## src/rtl/sfe_pkg.sv

```systemverilog
package sfe_pkg;

   // Register word indices on the register port
   localparam int unsigned REG_CMD = 0;
   localparam int unsigned REG_ADR = 1;
   localparam int unsigned REG_DAT = 2;
   localparam int unsigned REG_STA = 3;
   localparam int unsigned REG_TIM = 4;

   // Status bit positions decoded by software
   localparam int unsigned STA_PEND_BIT = 22;
   localparam int unsigned STA_ERR_BIT  = 29;

   typedef enum logic [2:0] {
      PH_IDLE = 3'd0,
      PH_OPC  = 3'd1,
      PH_ADR  = 3'd2,
      PH_DUM  = 3'd3,
      PH_DAT  = 3'd4,
      PH_END  = 3'd5
   } sfe_phase_e;

   typedef struct packed {
      logic [4:0] rsv_hi;
      logic [2:0] csel;
      logic       rsv_23;
      logic [2:0] alen;
      logic [3:0] dum;
      logic       keep;
      logic [5:0] dlen;
      logic       wr;
      logic [7:0] opc;
   } sfe_cmd_t;

   // First phase after 'cur' that has a nonzero count, in fixed order
   function automatic sfe_phase_e sfe_next_phase(input sfe_phase_e cur,
                                                 input logic has_adr,
                                                 input logic has_dum,
                                                 input logic has_dat);
      if (cur < PH_ADR && has_adr) return PH_ADR;
      if (cur < PH_DUM && has_dum) return PH_DUM;
      if (cur < PH_DAT && has_dat) return PH_DAT;
      return PH_END;
   endfunction

endpackage

```

## src/rtl/sfe_bit_timer.sv

```systemverilog
module sfe_bit_timer #(
   parameter int unsigned TW = 4
) (
   input  logic          clk,
   input  logic          rst_n,
   input  logic          run,
   input  logic [TW-1:0] per_cfg,
   input  logic [TW-1:0] rise_cfg,
   input  logic [TW-1:0] fall_cfg,
   output logic          sck,
   output logic          smp,
   output logic          bend
);

   localparam logic [TW-1:0] MIN_PER = TW'(2);

   generate
      if (TW < 2 || TW > 4) begin : g_bad_tw
         $error("sfe_bit_timer: TW must be 2..4");
      end
   endgenerate

   logic [TW-1:0] per_e, rise_e, fall_e, cnt_q;

   always_comb begin
      per_e  = (per_cfg < MIN_PER) ? MIN_PER : per_cfg;
      rise_e = (rise_cfg == '0 || rise_cfg >= per_e) ? (per_e >> 1) : rise_cfg;
      fall_e = (fall_cfg >= rise_e) ? '0 : fall_cfg;
   end

   assign bend = run && (cnt_q == per_e - TW'(1));
   assign smp  = run && (cnt_q == rise_e - TW'(1));
   assign sck  = !(run && (cnt_q >= fall_e) && (cnt_q < rise_e));

   always_ff @(posedge clk or negedge rst_n) begin
      if (!rst_n)             cnt_q <= '0;
      else if (!run || bend)  cnt_q <= '0;
      else                    cnt_q <= cnt_q + TW'(1);
   end

   AST_SAMPLE_INSIDE_BIT: assert property (@(posedge clk) disable iff (!rst_n)
      smp |-> !bend);

endmodule

```

## src/rtl/sfe_seq.sv

```systemverilog
module sfe_seq
   import sfe_pkg::*;
#(
   parameter int unsigned DB = 4,
   parameter int unsigned AB = 3
) (
   input  logic          clk,
   input  logic          rst_n,
   input  logic          start,
   input  logic [7:0]    opc,
   input  logic          wr,
   input  logic [5:0]    dlen,
   input  logic          keep,
   input  logic [3:0]    dum,
   input  logic [2:0]    alen,
   input  logic [8*AB-1:0] addr,
   input  logic [8*DB-1:0] wdata,
   input  logic          miso,
   input  logic          smp,
   input  logic          bend,
   output logic          run,
   output logic          busy,
   output logic          cs_n,
   output logic          mosi,
   output logic          rx_we,
   output logic [2:0]    rx_lane,
   output logic [7:0]    rx_byte
);

   localparam int unsigned CW = 4;

   sfe_phase_e    ph_q, adv_ph, tgt_ph;
   logic [CW-1:0] cnt_q, tgt_cnt, alen_c, dlen_c;
   logic [2:0]    idx_q, tgt_idx, bit_q;
   logic [7:0]    sh_q, rx_q, tgt_sh;
   logic          sel_q, stay, byte_end;

   assign alen_c = (alen > 3'(AB)) ? CW'(AB) : CW'(alen);
   assign dlen_c = (dlen > 6'(DB)) ? CW'(DB) : CW'(dlen);

   assign run      = (ph_q != PH_IDLE) && (ph_q != PH_END);
   assign busy     = (ph_q != PH_IDLE);
   assign byte_end = run && bend && (bit_q == 3'd7);
   assign stay     = !start && (cnt_q > CW'(1));

   always_comb begin
      if (start)
         adv_ph = sel_q ? sfe_next_phase(PH_OPC, alen_c != '0, dum != '0, dlen_c != '0)
                        : PH_OPC;
      else
         adv_ph = sfe_next_phase(ph_q, alen_c != '0, dum != '0, dlen_c != '0);
      tgt_ph = stay ? ph_q : adv_ph;
      if (stay) begin
         tgt_cnt = cnt_q - CW'(1);
         tgt_idx = idx_q + 3'd1;
      end else begin
         tgt_idx = '0;
         case (adv_ph)
            PH_OPC:  tgt_cnt = CW'(1);
            PH_ADR:  tgt_cnt = alen_c;
            PH_DUM:  tgt_cnt = dum;
            PH_DAT:  tgt_cnt = dlen_c;
            default: tgt_cnt = '0;
         endcase
      end
      case (tgt_ph)
         PH_OPC:  tgt_sh = opc;
         PH_ADR:  tgt_sh = 8'(addr >> {tgt_cnt - CW'(1), 3'b000});
         PH_DAT:  tgt_sh = wr ? 8'(wdata >> {tgt_idx, 3'b000}) : 8'h00;
         default: tgt_sh = 8'h00;
      endcase
   end

   always_ff @(posedge clk or negedge rst_n) begin
      if (!rst_n) begin
         ph_q  <= PH_IDLE;
         cnt_q <= '0;
         idx_q <= '0;
         bit_q <= '0;
         sh_q  <= '0;
         rx_q  <= '0;
         sel_q <= 1'b0;
      end else begin
         if (start || byte_end) begin
            ph_q  <= tgt_ph;
            cnt_q <= tgt_cnt;
            idx_q <= tgt_idx;
            sh_q  <= tgt_sh;
            bit_q <= '0;
            if (start) sel_q <= 1'b1;
         end else if (run && bend) begin
            bit_q <= bit_q + 3'd1;
            sh_q  <= {sh_q[6:0], 1'b0};
         end else if (ph_q == PH_END) begin
            ph_q <= PH_IDLE;
            if (!keep) sel_q <= 1'b0;
         end
         if (run && smp) rx_q <= {rx_q[6:0], miso};
      end
   end

   assign cs_n    = !sel_q;
   assign mosi    = run & sh_q[7];
   assign rx_we   = byte_end && (ph_q == PH_DAT) && !wr;
   assign rx_lane = idx_q;
   assign rx_byte = rx_q;

   AST_SELECTED_WHILE_SHIFTING: assert property (@(posedge clk) disable iff (!rst_n)
      run |-> !cs_n);
   AST_DUMMY_DRIVES_LOW: assert property (@(posedge clk) disable iff (!rst_n)
      (ph_q == PH_DUM) |-> !mosi);
   AST_RX_LANE_IN_RANGE: assert property (@(posedge clk) disable iff (!rst_n)
      rx_we |-> (rx_lane < 3'(DB)));

endmodule

```

## src/rtl/sflash_cmd_engine.sv

```systemverilog
module sflash_cmd_engine
   import sfe_pkg::*;
#(
   parameter int unsigned DATA_BYTES = 4,
   parameter int unsigned ADDR_BYTES = 3,
   parameter int unsigned TIME_W     = 4
) (
   input  logic        clk,
   input  logic        rst_n,
   input  logic [2:0]  reg_sel,
   input  logic        reg_we,
   input  logic [31:0] reg_wdata,
   output logic [31:0] reg_rdata,
   output logic        sck,
   output logic        cs_n,
   output logic        mosi,
   input  logic        miso
);

   localparam int unsigned DW = 8 * DATA_BYTES;
   localparam int unsigned AW = 8 * ADDR_BYTES;
   localparam logic [TIME_W-1:0] PER_RST  = TIME_W'(2);
   localparam logic [TIME_W-1:0] RISE_RST = TIME_W'(1);

   generate
      if (DATA_BYTES < 1 || DATA_BYTES > 4) begin : g_bad_db
         $error("sflash_cmd_engine: DATA_BYTES must be 1..4");
      end
      if (ADDR_BYTES < 1 || ADDR_BYTES > 3) begin : g_bad_ab
         $error("sflash_cmd_engine: ADDR_BYTES must be 1..3");
      end
   endgenerate

   sfe_cmd_t          cmd_q, cmd_in;
   logic [AW-1:0]     adr_q;
   logic [DW-1:0]     dat_q;
   logic [TIME_W-1:0] per_q, rise_q, fall_q;
   logic              err_q, start_q, pend, busy, run, smp, bend;
   logic              cmd_hit, accept, err_clr, rx_we;
   logic [2:0]        rx_lane;
   logic [7:0]        rx_byte;

   assign cmd_in  = sfe_cmd_t'(reg_wdata);
   assign pend    = start_q | busy;
   assign cmd_hit = reg_we && (reg_sel == 3'(REG_CMD));
   assign accept  = cmd_hit && !pend && (cmd_in.csel == 3'd0);
   assign err_clr = reg_we && (reg_sel == 3'(REG_STA)) && reg_wdata[STA_ERR_BIT];

   always_ff @(posedge clk or negedge rst_n) begin
      if (!rst_n) begin
         cmd_q   <= '0;
         adr_q   <= '0;
         err_q   <= 1'b0;
         start_q <= 1'b0;
         per_q   <= PER_RST;
         rise_q  <= RISE_RST;
         fall_q  <= '0;
      end else begin
         start_q <= accept;
         if (accept) cmd_q <= cmd_in;
         if (cmd_hit && !accept) err_q <= 1'b1;
         else if (err_clr)       err_q <= 1'b0;
         if (reg_we && reg_sel == 3'(REG_ADR)) adr_q <= reg_wdata[AW-1:0];
         if (reg_we && reg_sel == 3'(REG_TIM)) begin
            per_q  <= reg_wdata[0  +: TIME_W];
            rise_q <= reg_wdata[8  +: TIME_W];
            fall_q <= reg_wdata[12 +: TIME_W];
         end
      end
   end

   // One update path per data byte lane: captured flash data wins over a host write
   for (genvar gl = 0; gl < DATA_BYTES; gl++) begin : g_lane
      always_ff @(posedge clk or negedge rst_n) begin
         if (!rst_n)
            dat_q[8*gl +: 8] <= '0;
         else if (rx_we && rx_lane == 3'(gl))
            dat_q[8*gl +: 8] <= rx_byte;
         else if (reg_we && reg_sel == 3'(REG_DAT))
            dat_q[8*gl +: 8] <= reg_wdata[8*gl +: 8];
      end
   end

   always_comb begin
      reg_rdata = '0;
      case (reg_sel)
         3'(REG_CMD): reg_rdata = cmd_q;
         3'(REG_ADR): reg_rdata[AW-1:0] = adr_q;
         3'(REG_DAT): reg_rdata[DW-1:0] = dat_q;
         3'(REG_STA): begin
            reg_rdata[STA_PEND_BIT] = pend;
            reg_rdata[STA_ERR_BIT]  = err_q;
         end
         3'(REG_TIM): begin
            reg_rdata[0  +: TIME_W] = per_q;
            reg_rdata[8  +: TIME_W] = rise_q;
            reg_rdata[12 +: TIME_W] = fall_q;
         end
         default: reg_rdata = '0;
      endcase
   end

   sfe_bit_timer #(.TW(TIME_W)) u_timer (
      .clk      (clk),
      .rst_n    (rst_n),
      .run      (run),
      .per_cfg  (per_q),
      .rise_cfg (rise_q),
      .fall_cfg (fall_q),
      .sck      (sck),
      .smp      (smp),
      .bend     (bend)
   );

   sfe_seq #(.DB(DATA_BYTES), .AB(ADDR_BYTES)) u_seq (
      .clk     (clk),
      .rst_n   (rst_n),
      .start   (start_q),
      .opc     (cmd_q.opc),
      .wr      (cmd_q.wr),
      .dlen    (cmd_q.dlen),
      .keep    (cmd_q.keep),
      .dum     (cmd_q.dum),
      .alen    (cmd_q.alen),
      .addr    (adr_q),
      .wdata   (dat_q),
      .miso    (miso),
      .smp     (smp),
      .bend    (bend),
      .run     (run),
      .busy    (busy),
      .cs_n    (cs_n),
      .mosi    (mosi),
      .rx_we   (rx_we),
      .rx_lane (rx_lane),
      .rx_byte (rx_byte)
   );

   AST_START_ONLY_WHEN_IDLE: assert property (@(posedge clk) disable iff (!rst_n)
      start_q |-> !busy);
   AST_ERR_STICKY: assert property (@(posedge clk) disable iff (!rst_n)
      (err_q && !err_clr) |=> err_q);
   AST_RELEASE_AT_END: assert property (@(posedge clk) disable iff (!rst_n)
      ($fell(pend) && !cmd_q.keep) |-> cs_n);
   AST_SCK_HIGH_DESELECTED: assert property (@(posedge clk) disable iff (!rst_n)
      cs_n |-> sck);

endmodule

```

## config.mk

```make
export PLATFORM = sky130hd
export DESIGN_NAME = sflash_cmd_engine
export DESIGN_NICKNAME = d
export VERILOG_FILES = /design/src/rtl/sfe_pkg.sv /design/src/rtl/sfe_bit_timer.sv /design/src/rtl/sfe_seq.sv /design/src/rtl/sflash_cmd_engine.sv
export SDC_FILE = /design/constraint.sdc
export NUM_CORES = 1
export LEC_CHECK = 0
export ABC_AREA = 1
export ABC_CLOCK_PERIOD_IN_PS = 4400
export BUFFER_PORTS_ARGS = -buffer_cell sky130_fd_sc_hd__buf_2
export CAP_MARGIN = 20
export CORE_MARGIN = 2
export CORE_UTILIZATION = 61
export CTS_BUF_LIST = sky130_fd_sc_hd__clkbuf_16
export DETAILED_ROUTE_END_ITERATION = 8
export PLACE_DENSITY = 0.87
export SETUP_SLACK_MARGIN = 0.1
export SYNTH_ARGS = -nofsm -noshare
export SYNTH_HDL_FRONTEND = slang
export SYNTH_HIERARCHICAL = 1
export SYNTH_SLANG_ARGS = --single-unit
```

## constraint.sdc

```tcl
create_clock -name clk -period 4.4 [get_ports clk]
set_input_delay 0.88 -clock clk [delete_from_list [all_inputs] [get_ports clk]]
set_output_delay 0.88 -clock clk [all_outputs]
set_load 0.1 [all_outputs]
```

== After elaboration in Yosys (flattened, before gate mapping) ==
Index checks and enable logic that the tools add are counted.

* Word-level logic and storage cells: 201
* Output and inout port bits: 35
* Bits in registers: 136

* Reduce and logical (&&, ||, !) cells: 54
* Muxes and demuxes: 75
* Add/subtract/negate cells: 7
* Bitwise gates (word level): 2
* $lt $le $gt $ge: 11
* Eq/ne operators: 23
* Shift operators: 2

{| class="wikitable"
|+ Operators by type and width
! kind !! count
|-
| 8-bit 2-to-1 mux || 11
|-
| 3-bit 2-to-1 mux || 22
|-
| 4-bit case mux with 4 select lines || 2
|-
| 8-bit case mux with 4 select lines || 1
|-
| 32-bit by 6-bit right shift with 8-bit output || 1
|-
| 1-bit logical AND || 27
|-
| 1-bit 2-to-1 mux || 25
|-
| 4-bit 2-to-1 mux || 6
|-
| 8-bit case mux with 3 select lines || 1
|-
| 24-bit by 7-bit right shift with 8-bit output || 1
|-
| 3-bit by 2-bit equality test with 1-bit output, second input constant || 7
|-
| 3-bit equality test, second input constant || 6
|-
| 6-bit case mux with 3 select lines || 1
|-
| 4-bit by 1-bit subtractor with 4-bit output, second input constant || 4
|-
| 2-bit nonzero test || 7
|-
| 3-bit by 1-bit equality test with 1-bit output, second input constant || 4
|-
| 4-bit greater-or-equal comparator || 3
|-
| 4-bit case mux with 3 select lines || 1
|-
| 4-bit nonzero test || 3
|-
| 5-bit case mux with 2 select lines || 1
|-
| 3-bit zero test || 3
|-
| 4-bit equality test || 2
|-
| 1-bit zero test || 7
|-
| 3-bit by 1-bit adder with 3-bit output, second input constant || 2
|-
| other kinds (21) || 26
|}

== Depth between registers and ports, before layout ==
Gate-level depths: netlist (run 1).

* Depth in word-level cells: 22
* Depth in mapped cells: 26

== By module ==
The synthesis (run 1) kept the hierarchy.

{| class="wikitable"
|+ By module, submodules not included
! module !! area each (um^2) !! cells an instance !! seq. area each (um^2) !! times used
|-
| sflash_cmd_engine || 5052.3 || 683 || 2555.0 || 1
|-
| sfe_seq || 2677.6 || 408 || 750.7 || 1
|-
| sfe_bit_timer || 863.3 || 124 || 100.1 || 1
|}

== Worst setup path before layout (run 1) ==
OpenSTA, ideal clock, no wires.

* Path type: register to output
* Start point: register per_q[2]
* End point: output sck
* Data required time: 3.520 ns
* Path slack: -0.214 ns
* Arrival time: 3.734 ns
* Stages on the path, launching flop included: 27
* Cell sequence: dfrtp_1 > inv_2 > nand2_1 > o21ai_2 > inv_1 > ha_1 > inv_1 > nand2_1 > nand2_1 > nand2_1 > nand2_2 > nand2_4 > nand2_1 > nand2_1 > ha_1 > inv_1 > nor2_1 > o211ai_1 > nand3_1 > inv_1 > nand2_1 > ha_1 > inv_1 > nor2_1 > o211ai_1 > nand3_1 > nand4_1

* Word-level cells in the longest chain between the ends: 11
* Elaborated cells on any way between the ends: 12

{| class="wikitable"
|+ Ends and longest elaborated chain
! what !! RTL line !! text
|-
| from (decl) || sflash_cmd_engine.sv:37 || <nowiki>logic [TIME_W-1:0] per_q, rise_q, fall_q;</nowiki>
|-
| from (signal assigned) || sflash_cmd_engine.sv:65 || <nowiki>per_q <= reg_wdata[0 +: TIME_W];</nowiki>
|-
| 4-bit by 2-bit less-than comparator with 1-bit output || sfe_bit_timer.sv:26 || <nowiki>per_e = (per_cfg < MIN_PER) ? MIN_PER : per_cfg;</nowiki>
|-
| 4-bit 2-to-1 mux * || sfe_bit_timer.sv:26 ||
|-
| 4-bit greater-or-equal comparator || sfe_bit_timer.sv:27 || <nowiki>rise_e = (rise_cfg == '0 || rise_cfg >= per_e) ? (per_e >> 1) : rise_cfg;</nowiki>
|-
| 1-bit logical OR || sfe_bit_timer.sv:27 ||
|-
| 4-bit 2-to-1 mux * || sfe_bit_timer.sv:27 ||
|-
| 4-bit greater-or-equal comparator || sfe_bit_timer.sv:28 || <nowiki>fall_e = (fall_cfg >= rise_e) ? '0 : fall_cfg;</nowiki>
|-
| 4-bit 2-to-1 mux || sfe_bit_timer.sv:28 ||
|-
| 4-bit greater-or-equal comparator || sfe_bit_timer.sv:33 || <nowiki>assign sck = !(run && (cnt_q >= fall_e) && (cnt_q < rise_e));</nowiki>
|-
| 1-bit logical AND || sfe_bit_timer.sv:33 ||
|-
| 1-bit logical AND * || sfe_bit_timer.sv:33 ||
|-
| 1-bit zero test * || sfe_bit_timer.sv:33 ||
|-
| to (decl) || sflash_cmd_engine.sv:14 || <nowiki>output logic sck,</nowiki>
|}

Every way passes the cells marked *; elsewhere a longest branch is shown, timed or not.

== Final worst setup path (run 1) ==
Ends and elaborated chain as after synthesis.

==> results_dict.tcl, run 1 <==
set metrics [dict create \
    syn_inst 1215 \
    routabilityCongestion 0.970 \
    grt_max_degree 107 \
    synthSimpleGateAreaFrac 0.385 \
    clk_pin_slew_ns 0.06 \
    ctsHtreeMaxLevel 4 \
    final_nets 1367 \
    relSlewSlack 0.330 \
    r2r_cells 18 \
    synth_cell_type_count 39 \
    wire_per_inst_um 17.7 \
    netlist.area_leader.share 0.390 \
    viasPerCell 5.96 \
    netSwitchingPower_mw 2.55 \
    worstSkewPairLatency_ns 0.43 \
    fp-row-count 43 \
    yosysWarnings 6 \
    grt_first_pass_wirelength_um 42300 \
    io_pins 74 \
    hold_path_class "flip-flop to flip-flop" \
    grt_setup_unrepaired "yes" \
    seq_area_frac_synth 0.396 \
    synth_xor_area_frac 0.00917 \
    area_growth_pct 15.8 \
    setup_viol 1 \
    final_area_um2 9950 \
    whs_path_depth 2 \
    dr.pass1.iters 6 \
    comb_power_share 0.437 \
    die_width_um 123 \
    cellPowerDensity_nw_per_um2 586 \
    hold_violations 0 \
    antenna_cells 0 \
    tightest_slew_ns 1.01 \
    cp_data_arrival_time_ns 3.70 \
    route.vias.total 8916 \
    ant_nets 0 \
    syn-cell-area_um2 8590 \
    hpwl_um 18300 \
    synth_nets 1279 \
    reg2reg_from "per_q[1]$_DFFE_PN1P_" \
    worst_slack_ns -0.182 \
    die_area_um2 15100 \
    overflow 0 \
    synth_edf_count 0 \
    p_int_mw 3.28 \
    synth_top_family_by_area "simple AND/OR/NAND/NOR gates" \
    fin_crit_ns 4.58 \
    synthAdderAreaFrac 0.0364 \
    place_ws_ns 0.0684 \
    worst-path-max-fanout 5 \
    yosysTopAreaCell "dfrtp_1" \
    antenna_found_initial 0 \
    numCtsBuffers 17 \
    synth_flop_cell "dfrtp_1" \
    synth-compound-area-share 0.0808 \
    leakage_nw 5.31 \
    grt_usage 0.366 \
    critPathKind "flip-flop to output port" \
    holdWs_ns 0.476 \
    cts_tree "yes" \
    finalClockSkew_ns 0.0108 \
    pwr-share-seq 0.302 \
    grt_pass1_vias 8250 \
    synth_area_per_cell_um2 7.07 \
    routed_wl_um 26500 \
    drive_gt1_frac 0.184 \
    fmax_mhz 218 \
    synth_common_cells "nand2_1 (441), nand3_1 (157), dfrtp_1 (134)" \
    rr_endpoint "dat_q[18]$_DFFE_PN0P_" \
    port_buffers 73 \
    cts_sinks 136 \
    cts_buffer_depth 2 \
    cp.required_ns 3.52 \
    placed_cell_area_um2 9120 \
    synthTopCellsByArea "dfrtp_1 (39%), nand2_1 (19%), nand3_1 (9.1%)" \
    drv_slew 0 \
    start_util 0.621 \
    fin_crit_sh 1.04 \
    outcome "complete, but fails checks" \
    maxCapViolations 0 \
    nFillCells 1046 \
    end_kind "output port" \
    core_um2 13800 \
    synth_mux_area_frac 0.00786 \
    cts-root-buf "clkbuf_16" \
    yosysMostFrequentCell "nand2_1" \
    switching_share 0.437 \
    min_from "cmd_q[29]$_DFFE_PN0P_" \
    clkPwrFrac 0.261 \
    ys_seq_elements 136 \
    hold_path_end "cmd_q[29]$_DFFE_PN0P_" \
    worstSetupStartpointType "flip-flop" \
    synthArstFlopShare 1.00 \
    fp.dieH_um 123 \
    violations "setup timing" \
    drc 0 \
    ff2ff_setup_slack_ns 0.63 \
    ir_worst_vdd_mv 0.374 \
    drtIter0Drc 1470 \
]
## cells by family (layout without fill, tap and decap cells)
family | count (synthesis) | count (layout)
flops | 136 | 136
compound gates | 116 | 116
mux | 6 | 6
simple gates | 749 | 749
xor+xnor | 9 | 9
buf+inv | 174 | 275
fa+ha+maj | 25 | 25
## timing repair
item,4_1_cts,5_1_grt
setup endpoints to repair,1,1
hold buffers,0,0
setup buffers,11,8
resized for setup,11,7
pin swaps,4,6
gates cloned,0,0
## worst max-delay path, stage by stage, from the launching register on
cell and delay, ns:
dfrtp_2 0.42, inv_4 0.06, nand2_2 0.05, o21ai_2 0.14
inv_1 0.06, ha_1 0.26, inv_1 0.06, nand2_1 0.04
nand2_1 0.07, nand2_2 0.06, nand2_4 0.12, buf_4 0.12
nand3b_1 0.09, nand2_2 0.14, ha_1 0.26, o211ai_1 0.08
nand3_1 0.14, inv_2 0.10, nand2_2 0.06, ha_4 0.28
inv_2 0.04, nor2_2 0.11, o211ai_1 0.10, nand3_1 0.07
nand4_1 0.13, buf_12 0.21
## area by class of cell
cell class / instances / area (um2) / area share
clock buffer: 17 / 425 / 0.0427
clock inverter: 15 / 200 / 0.0201
inverter: 139 / 524 / 0.0527
multi-input combinational: 905 / 4550 / 0.457
sequential: 136 / 3410 / 0.342
tap: 180 / 225 / 0.0226
timing repair buffer: 104 / 627 / 0.0630
## routing by layer
metal / part of all wire / up-vias / track usage
li1: - / 4086 / -
met1: 0.39 / 4133 / 0.494
met2: 0.46 / 574 / 0.567
met3: 0.11 / 123 / 0.0850
met4: 0.045 / 0 / 0.154
met5: 0 / - / 0
## worst max path at each step
stage                               startpoint  end  slack, ns  cells after the start
after CTS                 per_q[2]$_DFFE_PN0P_  sck      -0.09                     27
final                     per_q[2]$_DFFE_PN0P_  sck      -0.18                     25
after floorplan           per_q[2]$_DFFE_PN0P_  sck      -0.17                     26
after global placement    per_q[3]$_DFFE_PN0P_  sck       0.20                     27
after global routing      per_q[2]$_DFFE_PN0P_  sck      -0.44                     25
after detailed placement  per_q[3]$_DFFE_PN0P_  sck       0.07                     25
## power groups by stage
stage | clock, mW | combinational [mW] | sequential (mW)
6_report | 1.52 | 2.55 | 1.76
5_1_grt | 1.59 | 2.78 | 1.78
4_1_cts | 1.53 | 2.39 | 1.74
3_5_place_dp | 0 | 2.29 | 1.76
3_3_place_gp | 0 | 2.24 | 1.75
2_1_floorplan | 0 | 1.83 | 1.67
## flip-flops by register name, indices dropped and copies added, names as in the netlist
register and cells:
per_q 4, err_q 1, fall_q 4, u_seq/sel_q 1
u_seq/rx_lane 3, rise_q 4, adr_q 24, u_seq/ph_q 3
u_seq/sh_q 8, start_q 1, u_seq/cnt_q 4, u_seq/rx_byte 8
u_timer/cnt_q 4, dat_q 32, cmd_q 32, u_seq/bit_q 3
## per-stage QoR
step / TNS [ns] / std cells / power, mW / utilization
2_1_floorplan: -0.173 / 1215 / 3.50 / -
3_3_place_gp: 0 / 1444 / 3.99 / 0.659
3_5_place_dp: 0 / 1444 / 4.05 / 0.659
4_1_cts: -0.0887 / 1487 / 5.66 / 0.712
5_1_grt: -0.436 / 1496 / 6.15 / 0.720
6_report: -0.182 / 1496 / 5.83 / 0.720
## cells in the final DEF, fill, tap and decap left out, drive strengths merged, types with 3 or more instances in the layout
cell	instances
xor2	6
nand3	162
clkinvlp	3
nand2	465
nand4	22
ha	25
inv	142
nand3b	3
nor3	6
xnor2	3
o32ai	8
o21ai	81
a21oi	17
dfrtp	134
mux2	6
o211ai	4
or2	8
nor2	83
buf	104
bufinv	4
clkinv	5
clkbuf	17
Note: power is estimated with default switching activity, not from simulation.
==> run 2, diff against run 1 <==
CELL_PAD_IN_SITES_DETAIL_PLACEMENT = 0   (was not set)
CELL_PAD_IN_SITES_GLOBAL_PLACEMENT = 1   (was not set)
CORE_UTILIZATION = 40   (was 61)
PLACE_DENSITY = 0.8   (was 0.87)
==> run 2 against run 1 <==
  * The run still ends with setup timing left
  * Cell area increased by 0.29%
  * Cell count increased by 6.2%
  * Clock-buffer cell count unchanged
  * Clock power decreased by 15%
  * Largest power group unchanged
  * Highest routed layer unchanged
==> results_dict.tcl, run 2 (same netlist as run 1, synthesis figures left out) <==
set metrics [dict create \
    drv_slew 0 \
    most-common-layout-cells "nand2_1 (432), nand3_1 (157), dfrtp_1 (134)" \
    ctsHtreeMaxLevel 4 \
    overflow 0 \
    tns_ns -0.190 \
    routabilityCongestion 0.858 \
    grt_setup_unrepaired "yes" \
    violations "setup timing" \
    grt_pass1_vias 7740 \
    antenna_found_initial 0 \
    fp.dieH_um 151 \
    worst-path-max-fanout 7 \
    ir_worst_vdd_mv 0.283 \
    numCtsBuffers 17 \
    routed_wl_um 27900 \
    cts-root-buf "clkbuf_16" \
    critPathKind "flip-flop to output port" \
    drc 0 \
    cts_buffer_depth 2 \
    dr_wl_met2_um 12700 \
    grt_first_pass_wirelength_um 44200 \
    cts_tree "yes" \
    drive_gt1_frac 0.180 \
    wl_met1_um 13300 \
    fmax_mhz 218 \
    fin_crit_ns 4.59 \
    ctsHoldBuffers 0 \
    fp-row-count 53 \
    die_width_um 151 \
    die_area_um2 22700 \
    relSlewSlack 0.412 \
    cts_sinks 136 \
    io_pins 74 \
    hold_violations 0 \
    area_growth_pct 16.2 \
    core_um2 21000 \
    tightest_slew_ns 0.883 \
    worstSkewPairLatency_ns 0.43 \
    wl_met3_um 1330 \
    fin_crit_sh 1.04 \
    mostFrequentLayoutCell "nand2_1" \
    worst_slack_ns -0.190 \
    port_buffers 73 \
    place_ws_ns 0.0619 \
    final_nets 1365 \
    highest_layer "met4" \
    setup_viol 1 \
    cp_data_arrival_time_ns 3.71 \
    wire_per_inst_um 17.6 \
    maxCapViolations 0 \
    start_util 0.409 \
    antenna_cells 0 \
    clk_pin_slew_ns 0.06 \
    reg_top3 "cmd_q x32, dat_q x32, adr_q x24" \
    cp.required_ns 3.52 \
    ant_nets 0 \
    dr.pass1.iters 6 \
    hold_path_class "flip-flop to flip-flop" \
    viasPerCell 5.22 \
    grt_usage 0.258 \
    drtIter0Drc 704 \
    grt_max_degree 91 \
    end_kind "output port" \
    outcome "complete, but fails checks" \
    holdWs_ns 0.470 \
    hpwl_um 20800 \
    cellPowerDensity_nw_per_um2 553 \
    leakage_nw 5.27 \
    finalClockSkew_ns 0.0107 \
    route.vias.total 8291 \
    worstSetupStartpointType "flip-flop" \
]
## run 2: cell count changes in the layout (fill, tap and decap cells not counted), moves of 2 or more
cell / delta
buf_12: +2
buf_4: -4
bufinv_16: -4
clkinv_1: +3
clkinv_2: +2
inv_1: +2
nand2_1: -2
## run 2: area by class of cell
cell class              count  area, um2
fillers                  2188      11000
multi-input cells         905       4560
flip-flops and latches    136       3410
repair buffers            102        633
inverters                 139        522
clock buffers              17        425
well taps                 275        344
clock inverters            15       88.8
## run 2: worst max-delay path: stages (launching register included)
cell      delay (ns)
dfrtp_1         0.36
inv_2           0.06
a21oi_1         0.39
ha_1            0.32
nand2_1         0.08
nand2_2         0.06
nand2_4         0.12
nand2_8         0.09
nand2_4         0.09
nand2_4         0.06
ha_4            0.22
inv_2           0.04
nor2_1          0.03
o211ai_1        0.14
nand3_1         0.14
inv_2           0.09
nand2_2         0.06
ha_4            0.29
inv_2           0.03
nor2_1          0.10
o211ai_1        0.09
nand3_1         0.08
nand4_1         0.13
buf_12          0.21
## run 2: worst paths after layout
kind                                        from               endpoint  slack, ns  depth (start not counted)
hold reg to reg            cmd_q[23]$_DFFE_PN0P_  cmd_q[23]$_DFFE_PN0P_       0.47                          2
setup / recovery            per_q[2]$_DFFE_PN0P_                    sck      -0.19                         23
setup reg to reg            per_q[2]$_DFFE_PN0P_  dat_q[23]$_DFFE_PN0P_       0.55                         17
hold / removal             cmd_q[23]$_DFFE_PN0P_  cmd_q[23]$_DFFE_PN0P_       0.47                          2
max in group asynchronous                  rst_n  dat_q[23]$_DFFE_PN0P_       2.93                          2
min in group asynchronous                  rst_n   cmd_q[9]$_DFFE_PN0P_       0.53                          1
## run 2: report_power, final
group / internal [mW] / switching, mW
sequential: 1.50 / 0.260
clock: 0.709 / 0.578
combinational: 0.798 / 1.68
## run 2: what timing repair did
action / 4_1_cts / 5_1_grt
endpoints found under the setup margin: 1 / 1
setup buffers: 9 / 1
gates resized for setup: 12 / 7
pin swaps: 10 / 10
## run 2: routing by layer
metal	track usage	vias up
li1	-	4083
met1	0.371	3947
met2	0.403	227
met3	0.0458	34
met4	0.0682	0
met5	0	-
## run 2: stage by stage
step                      utilization  total power [mW]  area, um2  cells
after floorplan                     -              3.50       8620   1215
after global placement          0.443              4.08       9320   1547
after CTS                       0.473              5.49       9940   1588
after detailed placement        0.443              4.11       9320   1547
after global routing            0.475              5.89       9980   1589
final                           0.475              5.53       9980   1589
